## src/rtl/illop_trap.sv

```systemverilog
module illop_trap #(
  parameter int          XLEN       = 32,
  parameter logic [31:0] HANDLER_PC = 32'h0000_0060,
  parameter logic [15:0] CAUSE_CODE = 16'h0060,
  parameter logic [31:0] PSW_RESET  = 32'h0000_0020,
  parameter int          PSW_BITS   = 8
) (
  input  logic            clk,
  input  logic            rst_n,
  input  logic            insn_valid,
  input  logic [31:0]     insn_word,
  input  logic [XLEN-1:0] restart_pc,
  input  logic            wr_en,
  input  logic [2:0]      wr_sel,
  input  logic [XLEN-1:0] wr_data,
  output logic [XLEN-1:0] pc_q,
  output logic [XLEN-1:0] epc_q,
  output logic [XLEN-1:0] epsw_q,
  output logic [XLEN-1:0] cause_q,
  output logic [XLEN-1:0] psw_q,
  output logic            trap_taken
);

  localparam int HALF    = XLEN / 2;
  localparam int BIT_ID  = 5;
  localparam int BIT_EP  = 6;
  localparam logic [XLEN-1:0] PSW_MASK = {{(XLEN-PSW_BITS){1'b0}}, {PSW_BITS{1'b1}}};
  localparam logic [XLEN-1:0] TRAP_SET = (XLEN'(1) << BIT_ID) | (XLEN'(1) << BIT_EP);

  logic       sub_all_ones;
  logic       grp_in_range;
  logic [3:0] grp_field;

  assign sub_all_ones = &insn_word[10:5];
  assign grp_field    = insn_word[26:23];
  assign grp_in_range = grp_field >= 4'd3;
  assign trap_taken   = insn_valid & sub_all_ones & grp_in_range;

  logic we_pc, we_epc, we_epsw, we_cause, we_psw;
  assign we_pc    = wr_en && wr_sel == 3'd0;
  assign we_epc   = wr_en && wr_sel == 3'd1;
  assign we_epsw  = wr_en && wr_sel == 3'd2;
  assign we_cause = wr_en && wr_sel == 3'd3;
  assign we_psw   = wr_en && wr_sel == 3'd4;

  always_ff @(posedge clk or negedge rst_n) begin
    if (!rst_n) begin
      pc_q    <= '0;
      epc_q   <= '0;
      epsw_q  <= '0;
      cause_q <= '0;
      psw_q   <= PSW_RESET & PSW_MASK;
    end else if (trap_taken) begin
      pc_q    <= HANDLER_PC[XLEN-1:0];
      epc_q   <= restart_pc;
      epsw_q  <= psw_q;
      cause_q <= {cause_q[XLEN-1:HALF], CAUSE_CODE[HALF-1:0]};
      psw_q   <= psw_q | TRAP_SET;
    end else begin
      if (we_pc)    pc_q    <= wr_data;
      if (we_epc)   epc_q   <= wr_data;
      if (we_epsw)  epsw_q  <= wr_data;
      if (we_cause) cause_q <= wr_data;
      if (we_psw)   psw_q   <= wr_data & PSW_MASK;
    end
  end

endmodule

```

## config.mk

```make
export PLATFORM = sky130hd
export DESIGN_NAME = illop_trap
export DESIGN_NICKNAME = d
export VERILOG_FILES = /design/src/rtl/illop_trap.sv
export SDC_FILE = /design/constraint.sdc
export NUM_CORES = 1
export LEC_CHECK = 0
export BUFFER_PORTS_ARGS = -buffer_cell sky130_fd_sc_hd__buf_2
export CAP_MARGIN = 10
export CORE_MARGIN = 2
export CORE_UTILIZATION = 50
export DETAILED_ROUTE_END_ITERATION = 7
export PLACE_DENSITY = 0.84
export SYNTH_ARGS = -nofsm -noshare
export SYNTH_HDL_FRONTEND = slang
export SYNTH_SLANG_ARGS = --single-unit
```

## constraint.sdc

```tcl
create_clock -name clk -period 2.1 [get_ports clk]
set_clock_uncertainty 0.2 [all_clocks]
set_input_delay 0.315 -clock clk [delete_from_list [all_inputs] [get_ports clk]]
set_output_delay 0.315 -clock clk [all_outputs]
set_load 0.03 [all_outputs]
```

# After elaboration in Yosys (flattened, before gate mapping)
# Cells that the tools add are included.
[word_totals]
word_cells = 39
inputBits = 103
ff_bits = 136
[op_classes]
order_cmp = 1
n_eq_ne = 4
n_reduce_logical = 14
mux = 10
bitwise = 3
[ops]
columns = ["operator", "count"]
rows = [
  ["$mux 32", 6],
  ["$mux 16", 2],
  ["$mux 7", 2],
  ["$reduce_bool 2->1", 5],
  ["$eq 3x2->1 const B", 2],
  ["$reduce_and 6->1", 1],
  ["$logic_and 1x1->1", 5],
  ["$ge 4x2->1 const B", 1],
  ["$reduce_and 2->1", 2],
  ["$eq 3x1->1 const B", 1],
  ["$eq 3x3->1 const B", 1],
  ["$logic_not 3->1", 1],
  ["$and 1x1->1", 2],
  ["$not 1->1", 1],
]

# Longest topological paths before layout
[logic_depth]
depth_word = 5
mapped_depth = 6

# Worst setup path before layout
# Ideal clock, no wire load.
[synth_path]
kind = "input-to-reg"
from = "input port insn_word[9]"
to = "register cause_q[21]"
setup_slack_ps = 221
path_stages = 5
t_arrival_ps = 1552
setup_ps = 128
n_path_buf = 2
t_required_ps = 1772
path_cell_list = "nand3_1 -> clkbuf_1 -> o31ai_4 -> buf_4 -> mux2_1"
[synth_between]
elab_chain_cells = 5
[synth_rtl]
columns = ["item", "line", "text"]
rows = [
  ["from (decl)", "11", "input logic [31:0] insn_word,"],
  ["$reduce_and 6->1", "34", "assign sub_all_ones = &insn_word[10:5];"],
  ["$and 1x1->1 (2 in a row)", "37", "assign trap_taken = insn_valid & sub_all_ones & grp_in_range;"],
  ["$not 1->1 (no line)", "n/a", ""],
  ["$reduce_and 2->1 (no line)", "n/a", ""],
  ["to (signal assigned)", "57", "cause_q <= {cause_q[XLEN-1:HALF], CAUSE_CODE[HALF-1:0]};"],
  ["to (signal assigned)", "63", "if (we_cause) cause_q <= wr_data;"],
  ["to (decl)", "19", "output logic [XLEN-1:0] cause_q,"],
]
# Every way passes these cells.
# A chain may end at the register's enable or synchronous reset.

# Worst setup path after layout
[layout_path]
from = "input port insn_word[6]"
to = "output port trap_taken"
[layout_between]
elab_chain_cells = 3
[layout_rtl]
columns = ["item", "line", "text"]
rows = [
  ["$reduce_and 6->1", "34", ""],
  ["$and 1x1->1 (2 in a row)", "37", ""],
  ["to (decl)", "21", "output logic trap_taken"],
]
# Every way passes these cells.

==> impl_metrics.csv <==
group,metric,value,unit
timing,max_freq,515,MHz
critical_path,critPathMaxFanout,3,
logic_synthesis,ys_warn_count,0,
floorplanning,ios,264,
grt,overflow,0,
timing,post-route-period-util,92.5,%
clocking,cts_buffers,17,
floorplanning,die_w,114,um
timing,setup_violations,0,
power,p_leak,4.26,nW
logic_synthesis,synthCells,552,
logic_synthesis,async_flop_share,100,%
logic_synthesis,yosysUniqueCellTypes,28,
logic_synthesis,netlist_top_cells_count,"nand2_1, dfrtp_1, a21oi_1, mux2_1, mux2_2",
critical_path,worstRegToRegCells,2,
grt,grt_pass1_wl,28300,um
clocking,cts_tree,"yes",
run,drv_cap,0,
placed_design,finalWeightedCongestion,0.782,
floorplanning,core_area,11900,um^2
critical_path,r2r_start,"epc_q[29]",
grt,antenna_found_initial,0,
floorplanning,die_area,12900,um^2
floorplanning,start_util,50.7,%
route,drt_iter0_drc,432,
route,ant_nets,0,
floorplanning,rows,40,
logic_synthesis,synth_top_flop_cell,"dfrtp_1",
floorplanning,die_h,114,um
clocking,clk_latency,420,ps
clocking,cts_root_buf,"clkbuf_16",
critical_path,critPathKind,"in2out",
clocking,hold_buffers,63,
hold_path,min-delay-start,"wr_data[1]",
clocking,clkTransAtPathRegs,50,ps
critical_path,r2r-end,"epc_q[29]",
route,drcViolationCount,0,
critical_path,cp-start-kind,"input pin",
hold_path,holdPathStages,3,
hold_path,worstHoldEndpoint,"cause_q[1]",
critical_path,crit_required,1580,ps
route,viasPerCell,5.28,
logic_synthesis,syn_area,6020,um^2
timing,hold_viol,0,
clocking,postCtsSetupBuffers,0,
critical_path,r2r_slack,820,ps
logic_synthesis,yosys-top-cells-area,"dfrtp_1, nand2_1, mux2_1",
critical_path,worstSetupEndpointType,"output port",
final_layout,antenna_cells,0,
route,drt_first_pass_iters,7,
final_layout,syn2layout_area_growth,41.3,%
logic_synthesis,synth.largest_area_cell,"dfrtp_1",
hold_path,holdCritPathClass,"in2reg",
final_layout,nNetsFinal,938,
grt,grt_max_degree,50,
grt,grt_pass1_vias,5399,
power,ir_drop,676,uV
final_layout,stdcell_count,994,
clocking,cts_buffer_depth,2,
final_layout,drive_gt1_share,38.5,%
route,wirelength,18000,um
placed_design,place_inst,900,
timing,rsz0062_at_grt,"no",
run_status,status,"finished, final reports clean",
route,wl_per_cell,18.1,um
logic_synthesis,synth-seq-cells,136,
logic_synthesis,netlist.area_leader.share,56.1,%
timing,timing.final.crit_period,1940,ps
clocking,cts_max_level,4,
grt,grt_util_all_layers,28.9,%
route,vias,5253,
logic_synthesis,synth_most_common_cell,"nand2_1",
timing,fin_setup_tns,0,ps
clocking,cts_num_sinks,136,
power,powerDensity,1070,nW/um^2
logic_synthesis,avgSynthCellArea,10.9,um^2
logic_synthesis,synth_edf_count,0,
placed_design,dpl.hpwl,11100,um
timing,maxSlewViolCount,0,
placed_design,port_buffers,217,
critical_path,worstPathArrival,1430,ps
clocking,ctsResizeCount,0,
logic_synthesis,ys_seq_area_share,56.6,%
-- cells by family (layout without fill, tap and decap cells) --
group	count (synthesis)	count (layout)	share of synthesized area [%]
muxes	88	88	17.1
and+or+nand+nor	185	185	13.0
other	1	24	0.0623
DFF	136	136	56.6
buffers and inverters	63	335	5.97
AOI/OAI and AO/OA	79	79	7.32
-- layout by cell type (no fill, tap or decap), types with 3 or more instances in the layout --
master / synthesis / layout
dfrtp_1: 135 / 135
buf_4: 29 / 17
clkbuf_16: 0 / 17
a21oi_1: 68 / 68
clkbuf_8: 0 / 3
buf_12: 0 / 6
conb_1: 1 / 24
a31oi_1: 8 / 8
buf_2: 11 / 216
nand2_1: 162 / 162
nand3_1: 5 / 5
mux2_4: 10 / 10
nor4_1: 8 / 8
mux2_2: 36 / 36
mux2_1: 40 / 40
dlygate4sd3_1: 0 / 63
clkinv_2: 0 / 6
-- report_power, final --
group | switching, mW | leakage, nW | internal [mW] | total [mW]
registers | 0.294 | 1.68 | 3.17 | 3.47
clock network | 1.08 | 0.271 | 1.70 | 2.78
logic | 1.91 | 2.31 | 0.975 | 2.88
total | 3.29 | 4.26 | 5.85 | 9.14
-- worst max-delay path by stage --
| stage | slack, ps | startpoint | endpoint |
|---|---|---|---|
| finish | 160 | insn_word[6] | trap_taken |
| global route | 110 | insn_word[6] | trap_taken |
| CTS | 150 | insn_word[6] | trap_taken |
| detailed placement | 80 | wr_sel[1] | epc_q[6] |
| global placement | 120 | wr_sel[1] | epc_q[5] |
| floorplan | 220 | insn_word[5] | trap_taken |
-- registers in the layout, summed over array words and instances, names as in the netlist --
name,cells
cause_q,32
epc_q,32
epsw_q,32
pc_q,32
psw_q,8
-- through the flow --
stage,hold slack [ps],utilization (%),power [mW],cell area [um^2],setup WS (ps)
finish,27.9,71.7,9.14,8500,158
detailed placement,73.8,61.7,6.27,7320,79.7
CTS,3.30,71.7,9.14,8500,150
floorplan,-181,-,5.34,6100,221
global route,27.2,71.7,9.53,8500,109
global placement,73.0,61.7,6.19,7320,116
-- layout make-up --
cell class / count / area (um^2)
Clock buffer: 22 / 474
Clock inverter: 9 / 75.1
Fill cell: 788 / 3360
Inverter: 1 / 3.75
Multi-Input combinational cell: 376 / 2390
Sequential cell: 136 / 3400
Tap cell: 147 / 184
Timing Repair Buffer: 303 / 1970
-- worst max-delay path: stages --
cell     delay, ps
buf_2           90
nand4_1        130
or3_2          550
inv_2          120
buf_2          220
-- routing by layer --
| metal | vias to the layer above | global-route usage (%) | share of wire, % | wire length, um |
|---|---|---|---|---|
| met2 | 288 | 49.5 | 50 | 9070 |
| met1 | 2536 | 33.7 | 38 | 6900 |
| met5 | - | 0 | 0 | 0 |
| met4 | 0 | 13.1 | 2.8 | 509 |
| li1 | 2387 | - | - | - |
| met3 | 42 | 8.40 | 8.5 | 1530 |
No activity file was read; power rests on OpenSTA's default activity.
